[src/rtl/isa_rd_pkg.sv]
package isa_rd_pkg;

    typedef enum logic [2:0] {
        ST_IDLE,
        ST_ADDR_SETUP,
        ST_STROBE,
        ST_WAIT_READY,
        ST_CAPTURE,
        ST_RECOVER
    } seq_state_e;

endpackage

[src/rtl/isa_rd_sync.sv]
module isa_rd_sync #(
    parameter int   STAGES    = 2,
    parameter logic RESET_VAL = 1'b1
) (
    input  logic clk,
    input  logic rst_n,
    input  logic async_in,
    output logic sync_out
);

    logic [STAGES-1:0] chain_d, chain_q;

    always_comb begin
        chain_d = {chain_q[STAGES-2:0], async_in};
    end

    always_ff @(posedge clk or negedge rst_n) begin
        if (!rst_n) chain_q <= {STAGES{RESET_VAL}};
        else        chain_q <= chain_d;
    end

    assign sync_out = chain_q[STAGES-1];

endmodule

[src/rtl/isa_rd_fmt.sv]
module isa_rd_fmt #(
    parameter int DATA_W   = 16,
    parameter int NARROW_W = 8
) (
    input  logic [DATA_W-1:0] raw,
    input  logic              narrow,
    output logic [DATA_W-1:0] shaped
);

    for (genvar i = 0; i < DATA_W; i++) begin : g_bit
        if (i < NARROW_W) begin : g_low
            assign shaped[i] = raw[i];
        end else begin : g_high
            assign shaped[i] = raw[i] & ~narrow;
        end
    end

endmodule

[src/rtl/isa_rd_seq.sv]
module isa_rd_seq
    import isa_rd_pkg::*;
#(
    parameter int ADDR_W        = 20,
    parameter int DATA_W        = 16,
    parameter int SETUP_TICKS   = 2,
    parameter int STROBE_TICKS  = 5,
    parameter int READY_WIN     = 4,
    parameter int SYNC_STAGES   = 2,
    parameter int POST_READY    = 2,
    parameter int RECOVER_TICKS = 2,
    parameter int TIMEOUT_TICKS = 40,
    parameter int TIMEOUT_EN    = 1
) (
    input  logic              clk,
    input  logic              rst_n,
    input  logic              req_valid,
    input  logic [ADDR_W-1:0] req_addr,
    input  logic              req_io,
    input  logic              req_byte,
    input  logic              rdy_s,
    input  logic [DATA_W-1:0] data_in,
    output logic [ADDR_W-1:0] addr_o,
    output logic              strobe_o,
    output logic              io_o,
    output logic              narrow_o,
    output logic              ack_o,
    output logic              err_o,
    output logic [DATA_W-1:0] data_o
);

    localparam int WIN_END = READY_WIN + SYNC_STAGES;
    localparam int END_T   = (STROBE_TICKS > WIN_END) ? STROBE_TICKS : WIN_END;
    localparam int MAX_A   = (SETUP_TICKS > RECOVER_TICKS) ? SETUP_TICKS : RECOVER_TICKS;
    localparam int MAX_C   = (MAX_A > END_T) ? MAX_A : END_T;
    localparam int CNT_W   = $clog2(MAX_C + 1);
    localparam int TMO_W   = $clog2(TIMEOUT_TICKS + 1);
    localparam int HOLD_W  = $clog2(POST_READY + 2);
    localparam int WID_W   = CNT_W + 2;

    localparam logic [CNT_W-1:0]  C_SETUP_LAST = CNT_W'(SETUP_TICKS - 1);
    localparam logic [CNT_W-1:0]  C_END        = CNT_W'(END_T);
    localparam logic [CNT_W-1:0]  C_LAST       = CNT_W'(END_T - 1);
    localparam logic [CNT_W-1:0]  C_WIN        = CNT_W'(WIN_END);
    localparam logic [CNT_W-1:0]  C_REC_LAST   = CNT_W'(RECOVER_TICKS - 1);
    localparam logic [TMO_W-1:0]  C_TMO_LAST   = TMO_W'(TIMEOUT_TICKS - 1);
    localparam logic [HOLD_W-1:0] C_POST       = HOLD_W'(POST_READY);
    localparam logic [WID_W-1:0]  C_MIN_WIDTH  = WID_W'(END_T);

    typedef struct packed {
        seq_state_e        state;
        logic [CNT_W-1:0]  cnt;
        logic [TMO_W-1:0]  tmo;
        logic [HOLD_W-1:0] hold;
        logic [ADDR_W-1:0] addr;
        logic              io;
        logic              narrow;
        logic              strobe;
        logic              err;
        logic [DATA_W-1:0] data;
    } seq_regs_t;

    seq_regs_t r_d, r_q;
    logic [CNT_W-1:0] cnt_sat;

    always_comb begin
        cnt_sat = (r_q.cnt == C_END) ? r_q.cnt : r_q.cnt + 1'b1;
    end

    always_comb begin
        r_d = r_q;
        unique case (r_q.state)
            ST_IDLE: begin
                if (req_valid) begin
                    r_d.state  = ST_ADDR_SETUP;
                    r_d.addr   = req_addr;
                    r_d.io     = req_io;
                    r_d.narrow = req_byte;
                    r_d.cnt    = '0;
                    r_d.err    = 1'b0;
                end
            end
            ST_ADDR_SETUP: begin
                if (r_q.cnt == C_SETUP_LAST) begin
                    r_d.state  = ST_STROBE;
                    r_d.strobe = 1'b1;
                    r_d.cnt    = '0;
                    r_d.hold   = '0;
                end else begin
                    r_d.cnt = r_q.cnt + 1'b1;
                end
            end
            ST_STROBE: begin
                r_d.cnt = cnt_sat;
                if (!rdy_s && (r_q.cnt < C_WIN)) begin
                    r_d.state = ST_WAIT_READY;
                    r_d.tmo   = '0;
                end else if (r_q.hold != '0) begin
                    r_d.hold = r_q.hold - 1'b1;
                end else if (r_q.cnt >= C_LAST) begin
                    r_d.state  = ST_CAPTURE;
                    r_d.strobe = 1'b0;
                    r_d.data   = data_in;
                end
            end
            ST_WAIT_READY: begin
                r_d.cnt = cnt_sat;
                if (rdy_s) begin
                    r_d.state = ST_STROBE;
                    r_d.hold  = C_POST;
                end else if ((TIMEOUT_EN != 0) && (r_q.tmo == C_TMO_LAST)) begin
                    r_d.state  = ST_CAPTURE;
                    r_d.strobe = 1'b0;
                    r_d.err    = 1'b1;
                    r_d.data   = '0;
                end else if (r_q.tmo != C_TMO_LAST) begin
                    r_d.tmo = r_q.tmo + 1'b1;
                end
            end
            ST_CAPTURE: begin
                r_d.state = ST_RECOVER;
                r_d.cnt   = '0;
            end
            ST_RECOVER: begin
                if (r_q.cnt == C_REC_LAST) r_d.state = ST_IDLE;
                else                       r_d.cnt   = r_q.cnt + 1'b1;
            end
            default: r_d.state = ST_IDLE;
        endcase
    end

    always_ff @(posedge clk or negedge rst_n) begin
        if (!rst_n) r_q <= '{state: ST_IDLE, default: '0};
        else        r_q <= r_d;
    end

    assign addr_o   = r_q.addr;
    assign strobe_o = r_q.strobe;
    assign io_o     = r_q.io;
    assign narrow_o = r_q.narrow;
    assign ack_o    = (r_q.state == ST_CAPTURE);
    assign err_o    = (r_q.state == ST_CAPTURE) && r_q.err;
    assign data_o   = r_q.data;

    // Strobe-width monitor feeding the minimum-width check.
    logic [WID_W-1:0] width_q;
    always_ff @(posedge clk or negedge rst_n) begin
        if (!rst_n)                       width_q <= '0;
        else if (r_q.state == ST_ADDR_SETUP) width_q <= '0;
        else if (r_q.strobe && (width_q != '1)) width_q <= width_q + 1'b1;
    end

    assert_min_width_R4: assert property (@(posedge clk) disable iff (!rst_n)
        (ack_o && !err_o) |-> (width_q >= C_MIN_WIDTH));

    assert_addr_stable_R2: assert property (@(posedge clk) disable iff (!rst_n)
        (strobe_o || ack_o) |-> $stable(addr_o));

    assert_ack_single_R8: assert property (@(posedge clk) disable iff (!rst_n)
        ack_o |=> !ack_o);

    assert_ack_at_release_R8: assert property (@(posedge clk) disable iff (!rst_n)
        ack_o |-> ($past(strobe_o) && !strobe_o));

    assert_err_with_ack_R11: assert property (@(posedge clk) disable iff (!rst_n)
        err_o |-> (ack_o && (data_o == '0)));

endmodule

[src/rtl/isa_read_ctrl.sv]
module isa_read_ctrl #(
    parameter int ADDR_W        = 20,
    parameter int DATA_W        = 16,
    parameter int NARROW_W      = 8,
    parameter int SETUP_TICKS   = 2,
    parameter int STROBE_TICKS  = 5,
    parameter int READY_WIN     = 4,
    parameter int SYNC_STAGES   = 2,
    parameter int POST_READY    = 2,
    parameter int RECOVER_TICKS = 2,
    parameter int TIMEOUT_TICKS = 40,
    parameter int TIMEOUT_EN    = 1
) (
    input  logic              clk,
    input  logic              rst_n,
    input  logic              req_valid,
    input  logic [ADDR_W-1:0] req_addr,
    input  logic              req_io,
    input  logic              req_byte,
    output logic              ack,
    output logic              err,
    output logic [DATA_W-1:0] rd_data,
    output logic [ADDR_W-1:0] bus_addr,
    output logic              bus_memr_n,
    output logic              bus_ior_n,
    input  logic              bus_rdy,
    input  logic [DATA_W-1:0] bus_data
);

    logic              rdy_s;
    logic              strobe;
    logic              io_sel;
    logic              narrow;
    logic [DATA_W-1:0] shaped;

    isa_rd_sync #(
        .STAGES   (SYNC_STAGES),
        .RESET_VAL(1'b1)
    ) u_sync (
        .clk     (clk),
        .rst_n   (rst_n),
        .async_in(bus_rdy),
        .sync_out(rdy_s)
    );

    isa_rd_fmt #(
        .DATA_W  (DATA_W),
        .NARROW_W(NARROW_W)
    ) u_fmt (
        .raw   (bus_data),
        .narrow(narrow),
        .shaped(shaped)
    );

    isa_rd_seq #(
        .ADDR_W       (ADDR_W),
        .DATA_W       (DATA_W),
        .SETUP_TICKS  (SETUP_TICKS),
        .STROBE_TICKS (STROBE_TICKS),
        .READY_WIN    (READY_WIN),
        .SYNC_STAGES  (SYNC_STAGES),
        .POST_READY   (POST_READY),
        .RECOVER_TICKS(RECOVER_TICKS),
        .TIMEOUT_TICKS(TIMEOUT_TICKS),
        .TIMEOUT_EN   (TIMEOUT_EN)
    ) u_seq (
        .clk      (clk),
        .rst_n    (rst_n),
        .req_valid(req_valid),
        .req_addr (req_addr),
        .req_io   (req_io),
        .req_byte (req_byte),
        .rdy_s    (rdy_s),
        .data_in  (shaped),
        .addr_o   (bus_addr),
        .strobe_o (strobe),
        .io_o     (io_sel),
        .narrow_o (narrow),
        .ack_o    (ack),
        .err_o    (err),
        .data_o   (rd_data)
    );

    assign bus_memr_n = ~(strobe & ~io_sel);
    assign bus_ior_n  = ~(strobe & io_sel);

    assert_narrow_upper_zero_R7: assert property (@(posedge clk) disable iff (!rst_n)
        (ack && narrow) |-> (rd_data[DATA_W-1:NARROW_W] == '0));

    assert_single_strobe_R3: assert property (@(posedge clk) disable iff (!rst_n)
        !bus_memr_n |=> bus_ior_n);

endmodule

[config.mk]
export PLATFORM = sky130hd
export DESIGN_NAME = isa_read_ctrl
export DESIGN_NICKNAME = d
export VERILOG_FILES = /design/src/rtl/isa_rd_pkg.sv /design/src/rtl/isa_rd_sync.sv /design/src/rtl/isa_rd_fmt.sv /design/src/rtl/isa_rd_seq.sv /design/src/rtl/isa_read_ctrl.sv
export SDC_FILE = /design/constraint.sdc
export NUM_CORES = 1
export LEC_CHECK = 0
export BUFFER_PORTS_ARGS = -buffer_cell sky130_fd_sc_hd__buf_2
export CAP_MARGIN = 20
export CORE_AREA = 2 2 82 84
export CTS_CLUSTER_DIAMETER = 150
export CTS_CLUSTER_SIZE = 12
export DETAILED_ROUTE_END_ITERATION = 10
export DIE_AREA = 0 0 84 86
export GPL_ROUTABILITY_DRIVEN = 0
export GPL_TIMING_DRIVEN = 0
export PLACE_DENSITY = 0.75
export RECOVER_POWER = 100
export SYNTH_ARGS = -nofsm -noshare
export SYNTH_HDL_FRONTEND = slang
export SYNTH_SLANG_ARGS = --single-unit
[constraint.sdc]
create_clock -name clk -period 1.7 [get_ports clk]
set_input_delay 0.51 -clock clk [delete_from_list [all_inputs] [get_ports clk]]
set_output_delay 0.51 -clock clk [all_outputs]
set_load 0.01 [all_outputs]
# --- Yosys cells after proc, flatten, opt, wreduce, memory -nomap -nowiden ---
# Cells that the tools add are included.
totals:
  elab_cells: 111
  output_inout_bits: 40
  ff_bits: 56
  in_bits: 42
op_classes:
  n_addsub: 3
  bitwise_logic: 14
  n_reduce_logical: 18
  mux: 36
  n_eq_ne: 27
  order_cmp: 2
ops:
  columns: ["op", "n"]
  rows:
  - ["2-to-1 mux 16 bit", 3]
  - ["2-to-1 mux 18 bit", 2]
  - ["one-hot mux 16 bit (2 select lines)", 1]
  - ["2-to-1 mux 3 bit", 10]
  - ["2-to-1 mux 6 bit", 5]
  - ["one-hot mux 3 bit (6 select lines)", 1]
  - ["!= test 2 bit, second input constant", 8]
  - ["one-hot mux 3 bit (5 select lines)", 1]
  - ["!= test 2 x 1 -> 1 bit, second input constant", 7]
  - ["one-hot mux 6 bit (2 select lines)", 1]
  - ["AND reduction 6 bit", 2]
  - ["bitwise AND 1 bit", 10]
  - ["AND reduction 5 bit", 2]
  - ["equality test 3 bit, second input constant", 3]
  - ["2-to-1 mux 2 bit", 4]
  - ["AND reduction 4 bit", 2]
  - ["AND reduction 7 bit", 1]
  - ["adder 6 x 1 -> 6 bit, second input constant", 1]
  - ["equality test 3 x 1 -> 1 bit, second input constant", 2]
  - ["equality test 3 x 2 -> 1 bit, second input constant", 2]
  - ["equality test 6 bit, second input constant", 1]
  - ["!= test 3 x 2 -> 1 bit, second input constant", 2]
  - ["!= test 6 bit, second input constant", 1]
  - ["one-hot mux 2 bit (3 select lines)", 1]
  - ["17 further kinds", 27]

# --- Logic depth before layout (Yosys ltp) ---
# Gate-level depths: netlist of the first run.
logic_depth:
  ltp_word: 6
  ltp_mapped: 7

# --- Cells and area by module ---
# From an unflattened synthesis of the first run, not the netlist that was laid out.
hier_totals:
  cells_unflattened: 249
  area_unflattened_um2: 2841.5
by_module_without_submodules:
  columns: ["module", "area_per_inst_um2", "n_inst", "cells_each"]
  rows:
  - ["isa_rd_seq", 2668.8, 1, 229]
  - ["isa_rd_fmt", 110.1, 1, 16]
  - ["isa_rd_sync", 52.6, 1, 2]
  - ["isa_read_ctrl", 10.0, 1, 2]

# --- Least setup slack after synthesis of the first run ---
# No wires, ideal clock.
synth_timing:
  kind: "reg-to-reg"
  start: "reg u_seq.r_q[49] (netlist bit)"
  end: "reg u_seq.r_q (netlist bit u_seq.data_o[10])"
  arrival_ps: 1793
  stages_incl_launch_ff: 8
  setup_time_ps: 79
  slack_ps: -173
  path_buffers: 1
  path_cell_list: "dfrtp_1 inv_1 ha_1 o311ai_2 nor4_4 a21oi_2 buf_4 mux2i_1"
synth_via:
  elab_chain_len: 4
  word_cells_on_any_way: 6
  cone_classes: "2 x order compare; 2 x eq/ne; 2 x reduce/logical"
synth_rtl:
  columns: ["item", "line", "text"]
  rows:
  - ["from (decl)", "isa_rd_seq.sv:63", "seq_regs_t r_d, r_q;"]
  - ["from (signal assigned)", "isa_rd_seq.sv:134", "else r_q <= r_d;"]
  - ["less-than comparator 3 bit", "isa_rd_seq.sv:95", "if (!rdy_s && (r_q.cnt < C_WIN)) begin"]
  - ["logical AND 1 bit", "isa_rd_seq.sv:95", null]
  - ["!= test 2 bit (no line)", null, null]
  - ["AND reduction 6 bit (no line) *", null, null]
# Mark *: on every way between the ends. The rest lies on a longest branch, timed or not.
# A chain may end at the register's enable or synchronous reset.

# --- Worst setup path after layout of the first run ---
layout_timing:
  start: "reg u_seq.r_q[52] (netlist bit)"
  end: "out err"
layout_via:
  elab_chain_len: 2
layout_rtl:
  columns: ["item", "line", "text"]
  rows:
  - ["equality test 3 bit", "isa_rd_seq.sv:142", "assign err_o = (r_q.state == ST_CAPTURE) && r_q.err;"]
  - ["logical AND 1 bit", "isa_rd_seq.sv:142", null]
  - ["to (decl)", "isa_read_ctrl.sv:21", "output logic err,"]
# No other way between the ends.

==> reports/results.txt, run 1 <==
status = complete, but fails checks
violated checks = negative setup slack
# setup viols final = 13
area leader, netlist = dfrtp_1
yosys warns = 0
die height = 86 µm
Critical R2R Capture = u_seq.r_q[48]$_DFFE_PN0P_
cell count after synthesis = 268
most frequent cell after synthesis = dfrtp_1
latest clock arrival within the worst-skew pair = 0.31 ns
core region area = 0.00628 mm²
arrival time reported for the critical path endpoint = 1.31 ns
vias in the first global route = 2262
clock skew = 0.00684 ns
Worst Hold Depth = 1
crit path capture type = primary output
flip-flop and latch count after synthesis = 56
worst r2r path cells = 7
final hold slack = 0.279 ns
Final ANT Viol Nets = 0
Peak supply drop = 0.000921 V
drt first pass iters = 5
CTS clk-pin slew, worst paths = 0.10 ns
Residual DRC = 0
Internal = 3.97 mW
Rows = 29
hold crit path type = input port to flip-flop
Layout area overhead = 31.0%
Seq/Total Area, Yosys = 0.479
Main synth FF type = dfrtp_1
Final Max Slew Viols = 0
Post-Synth Simple-Gate Area = 0.139
Nets = 429
Switch Pwr = 2.40 mW
fraction of registers with async set/reset = 1.00
crit path kind = flip-flop to primary output
n_diodes = 0
pwr/cell area = 1660 mW/mm²
H-tree levels = 2
static leakage = 1.91 nW
pre-CTS setup slack = -0.359 ns
Critical R2R Launch = u_seq.r_q[49]$_DFFE_PN0P_
FF-to-FF setup slack = -0.05 ns
synth top area cells = dfrtp_1, buf_4, mux2_2, mux2i_1, a21o_1
Synth cell types = 50
DR vias = 2333
Final Cell Area = 0.00384 mm²
clock root cell = clkbuf_8
CTS buffer count = 5
die width = 84 µm
Final WS setup = -0.116 ns
synth cell count leaders = dfrtp_1, buf_4, mux2_2, nand2_1, inv_1
Period Utilization, post-route = 1.07
drt wl/cell = 14.0 µm
Post-DP HPWL = 4490 µm
largest net degree at the start of global routing = 39
Post-Synth Adder-Cell Area = 0.0213
worst endpoint required time = 1.19 ns
Die ar. = 0.00722 mm²
Post-synth EDFFs = 0
placed inst area = 0.00348 mm²
Initial Util = 0.467
Clock power frac = 0.118
sequential share of power = 0.344
proportion of layout cells with a drive suffix above 1 = 0.444
Clock Path Buffers = 2
RSZ-0062 raised after global routing = true
GRT overflow = 0
top cell type's share of synthesized area = 0.461
final wirelength = 6420 µm
Fin. Hold Viols = 0
minimum clock period = 1.82 ns
hold endpoint = u_sync.chain_q[0]$_DFF_PN1_
normalized max-slew margin = 0.315
I/O Buffers = 81
hold-fix buffer count after cts = 0
GR Util All Layers = 0.175
Via density = 5.07
Synth Area in XOR/XNOR = 0
1st-iter DRT viols = 130
CTS Sinks = 56
Net Count, Synth = 315
Register Area = 0.00141 mm²
worst-path maximum fanout = 5
Switching Fraction = 0.377
antenna violations before repair = 0
Max Clk Rate = 551 MHz
IO Pins = 82
mux cell area share after synthesis = 0.125
first-pass GRT wire length = 10300 µm
Avg Cell Area, Syn = 10.9 µm²
Compound-Gate Fraction of Synth Area = 0.107
multi-input logic area = 0.00128 mm²
Least-Margin Pin Slew = 1.03 ns
largest family of logic cells by synthesized area = simple AND/OR/NAND/NOR gates
startpoint type of the worst setup path = flip-flop
combinational power share = 0.539
hold_sp = bus_rdy
clock tree from TritonCTS = done
number of fill cells = 544
max-cap viol count = 0
Syn Std Cell Area = 0.00293 mm²
total power = 6.37 mW
critical path, cell delays in order, from the launching register on:
cell and delay [ns]:
dfrtp_2 0.47, buf_6 0.14, nor2_4 0.10, and3_4 0.19
buf_6 0.10
worst max-delay path by stage:
| stage | endpoint | startpoint | cells past startpoint | slack, ns |
|---|---|---|---|---|
| 2_1_floorplan | u_seq.data_o[10]$_DFFE_PN0P_ | u_seq.r_q[49]$_DFFE_PN0P_ | 7 | -0.05 |
| 5_1_grt | err | u_seq.r_q[53]$_DFFE_PN0P_ | 3 | -0.18 |
| 6_report | err | u_seq.r_q[52]$_DFFE_PN0P_ | 4 | -0.12 |
| 3_5_place_dp | u_seq.data_o[7]$_DFFE_PN0P_ | u_seq.r_q[49]$_DFFE_PN0P_ | 7 | -0.36 |
| 3_3_place_gp | u_seq.data_o[7]$_DFFE_PN0P_ | u_seq.r_q[49]$_DFFE_PN0P_ | 7 | -0.31 |
| 4_1_cts | err | u_seq.r_q[52]$_DFFE_PN0P_ | 4 | -0.12 |
layer usage:
metal	up-vias	GRT usage	wire length, µm
li1	1129	-	-
met1	1108	0.213	2700
met2	86	0.305	3170
met3	10	0.0529	455
met4	0	0.0484	97
met5	-	0	0
through the flow:
step	setup TNS, ns	utilization	cells
after floorplan	-0.436	-	268
after global placement	-7.99	0.552	426
after detailed placement	-10.25	0.555	427
after CTS	-0.215	0.606	450
after global routing	-6.67	0.612	460
final	-0.470	0.612	460
power by group through the flow:
stage | logic [mW] | registers (mW) | clock network, mW
final | 3.43 | 2.19 | 0.751
after global routing | 3.73 | 2.25 | 0.840
after floorplan | 2.10 | 2.13 | 0
after detailed placement | 2.85 | 2.23 | 0
after global placement | 2.76 | 2.20 | 0
after CTS | 3.29 | 2.18 | 0.778
layout make-up:
cell class / count / area share
timing repair buffer: 107 / 0.149
buffer: 43 / 0.0850
multi-input combinational: 152 / 0.333
clock inverter: 3 / 0.00587
sequential: 56 / 0.367
tap: 77 / 0.0251
inverter: 17 / 0.0166
clock buffer: 5 / 0.0179
timing repair:
item,CTS,global route
buffers inserted,15,10
pin swaps,6,8
gates resized for setup,28,11
endpoints found under the setup margin,46,46
cloned,0,0
state kept, by name (all words and copies together), names as in the netlist:
signal / cells
u_seq.addr_o: 20
u_seq.data_o: 16
u_seq.r_q: 15
u_sync.chain_q: 2
u_seq.io_o: 1
u_seq.narrow_o: 1
u_seq.strobe_o: 1
logic make-up after synthesis:
| logic type | Yosys count |
|---|---|
| and+or+nand+nor | 69 |
| muxes | 34 |
| AOI/OAI and AO/OA | 44 |
| adders and majority gates | 5 |
| buffers and inverters | 60 |
| DFF | 56 |
cell usage in the layout (no fill, tap or decap), drive strengths merged, types with 3 or more instances in the layout:
master / count
a21o: 10
a21oi: 6
and3: 9
buf: 106
clkbuf: 49
dfrtp: 54
ha: 5
inv: 18
mux2: 22
mux2i: 12
nand2: 18
nand2b: 7
nor2: 7
nor3: 5
o21ai: 10
o31ai: 3
or4: 3
Note: power is estimated with default switching activity, not from simulation.
==> run 2, diff against run 1 <==
Settings changed: GPL_TIMING_DRIVEN 0 to unset.
==> reports/results.txt, run 2 (synthesis results as in run 1) <==
status = complete, but fails checks (unchanged)
violated checks = negative setup slack (unchanged)
crit path capture type = flip-flop (was primary output)
GRT overflow = 0 (unchanged)
Clock Path Buffers = 2 (unchanged)
core region area = 0.00628 mm² (unchanged)
CTS clk-pin slew, worst paths = 0.10 ns (about the same)
crit path from = u_seq.r_q[53]$_DFFE_PN0P_ (was u_seq.r_q[52]$_DFFE_PN0P_)
die width = 84 µm (unchanged)
minimum clock period = 1.72 ns (was 1.82 ns)
worst endpoint required time = 1.89 ns (was 1.19 ns)
max-cap viol count = 0 (unchanged)
startpoint type of the worst setup path = flip-flop (unchanged)
proportion of layout cells with a drive suffix above 1 = 0.423 (was 0.444)
largest net degree at the start of global routing = 57 (was 39)
hold-fix buffer count after cts = 0 (unchanged)
Max Clk Rate = 582 MHz (was 551 MHz)
DP Cell Count = 418 (was 427)
max reg flops = 20 (unchanged)
Critical-path top delay cell = dfrtp_1 (was dfrtp_2)
Peak supply drop = 0.00107 V (was 0.000921 V)
Register Area = 0.00141 mm² (about the same)
antenna violations before repair = 0 (unchanged)
first-pass GRT wire length = 10500 µm (was 10300 µm)
Least-Margin Pin Slew = 1.25 ns (was 1.03 ns)
number of fill cells = 533 (was 544)
commonest non-fill, non-tap cell in the layout = dfrtp_1 (was buf_4)
clock tree from TritonCTS = done (unchanged)
IO Pins = 82 (unchanged)
Period Utilization, post-route = 1.01 (was 1.07)
clock root cell = clkbuf_8 (unchanged)
final cell count without fillers = 436 (was 460)
RSZ-0062 raised after global routing = true (unchanged)
static leakage = 1.86 nW (was 1.91 nW)
slowest stage delay, CP = 0.44 ns (was 0.47 ns)
pwr/cell area = 1640 mW/mm² (was 1660 mW/mm²)
n_diodes = 0 (unchanged)
Final Cell Area = 0.00373 mm² (was 0.00384 mm²)
1st-iter DRT viols = 83 (was 130)
Post-DP HPWL = 4520 µm (was 4490 µm)
GR Util All Layers = 0.178 (was 0.175)
crit path kind = flip-flop to flip-flop (was flip-flop to primary output)
drt wl/cell = 14.6 µm (was 14.0 µm)
Initial Util = 0.467 (unchanged)
Critical R2R Launch = u_seq.r_q[53]$_DFFE_PN0P_ (was u_seq.r_q[49]$_DFFE_PN0P_)
CP most frequent cell = buf_6 (unchanged)
# setup viols final = 5 (was 13)
arrival time reported for the critical path endpoint = 1.91 ns (was 1.31 ns)
H-tree levels = 2 (unchanged)
CTS Sinks = 56 (unchanged)
Via density = 5.16 (was 5.07)
Final Max Slew Viols = 0 (unchanged)
Layout area overhead = 27.4% (was 31.0%)
hold crit path type = input port to flip-flop (unchanged)
total power = 6.11 mW (was 6.37 mW)
CTS buffer count = 5 (unchanged)
I/O Buffers = 81 (unchanged)
Final ANT Viol Nets = 0 (unchanged)
Cell Chain, Critical Path = buf_6 > buf_6 > nor4b_4 > buf_4 > mux2_2 (was buf_6 > nor2_4 > and3_4 > buf_6)
placed inst area = 0.00344 mm² (was 0.00348 mm²)
fin util = 0.595 (was 0.612)
normalized max-slew margin = 0.169 (was 0.315)
worst-path maximum fanout = 6 (was 5)
final wirelength = 6390 µm (was 6420 µm)
drt first pass iters = 4 (was 5)
FF-to-FF setup slack = -0.02 ns (was -0.05 ns)
Final WS setup = -0.0180 ns (was -0.116 ns)
Die ar. = 0.00722 mm² (unchanged)
Fin. Hold Viols = 0 (unchanged)
die height = 86 µm (unchanged)
multi-input logic area = 0.00132 mm² (was 0.00128 mm²)
clock skew = 0.0110 ns (was 0.00684 ns)
DR vias = 2249 (was 2333)
Residual DRC = 0 (unchanged)
hold_sp = bus_rdy (unchanged)
latest clock arrival within the worst-skew pair = 0.30 ns (was 0.31 ns)
Rows = 29 (unchanged)
vias in the first global route = 2272 (was 2262)
Nets = 405 (was 429)
most frequent cells in the layout = dfrtp_1, buf_2, clkbuf_1 (was buf_4, dfrtp_1, buf_2)
## run 2: worst paths after layout
check                                              end  cells past startpoint
hold reg to reg            u_sync.chain_q[1]$_DFF_PN1_                      0
hold / removal             u_sync.chain_q[0]$_DFF_PN1_                      1
setup reg to reg           u_seq.addr_o[7]$_DFFE_PN0P_                      5
setup / recovery           u_seq.addr_o[7]$_DFFE_PN0P_                      5
max in group asynchronous    u_seq.r_q[49]$_DFFE_PN0P_                      2
min in group asynchronous  u_seq.addr_o[1]$_DFFE_PN0P_                      2
## run 2: layer usage
layer	part of all wire	global-route usage
met1	0.42	0.223
met2	0.51	0.313
met3	0.060	0.0452
met4	0.0066	0.0352
met5	0	0
## run 2: what timing repair did
action,in CTS,in global routing
setup endpoints to repair,17,47
gates resized for setup,11,41
setup buffers,4,5
gates cloned,0,2
pin swaps,7,5
## run 2: worst max-delay path: cells and delay by family (launching register included)
family | cells | cell delay (ns)
buffers and inverters | 3 | 0.49
flip-flops | 1 | 0.44
AND/OR/NAND/NOR | 1 | 0.34
multiplexers | 1 | 0.34
## run 2: cell type report
cell class,count,area share
Inverter,17,0.0171
Timing Repair Buffer,126,0.199
Clock inverter,2,0.00402
Tap cell,77,0.0258
Multi-Input combinational cell,152,0.355
Clock buffer,6,0.0221
Sequential cell,56,0.377
## run 2: per-stage QoR
stage	worst slack, ns	hold WS, ns	TNS, ns
finish	-0.0180	0.303	-0.0546
global route	-0.104	0.282	-1.85
CTS	-0.0265	0.201	-0.102
detailed placement	-0.0842	0.348	-0.225
global placement	0.00725	0.347	0
floorplan	-0.0491	0.214	-0.436
## run 2: power breakdown
group / internal, mW / switching, mW / leakage (nW) / total (mW)
clock: 0.331 / 0.426 / 0.0434 / 0.756
combinational: 1.64 / 1.50 / 1.11 / 3.14
sequential: 1.85 / 0.373 / 0.704 / 2.22
total: 3.82 / 2.30 / 1.86 / 6.11
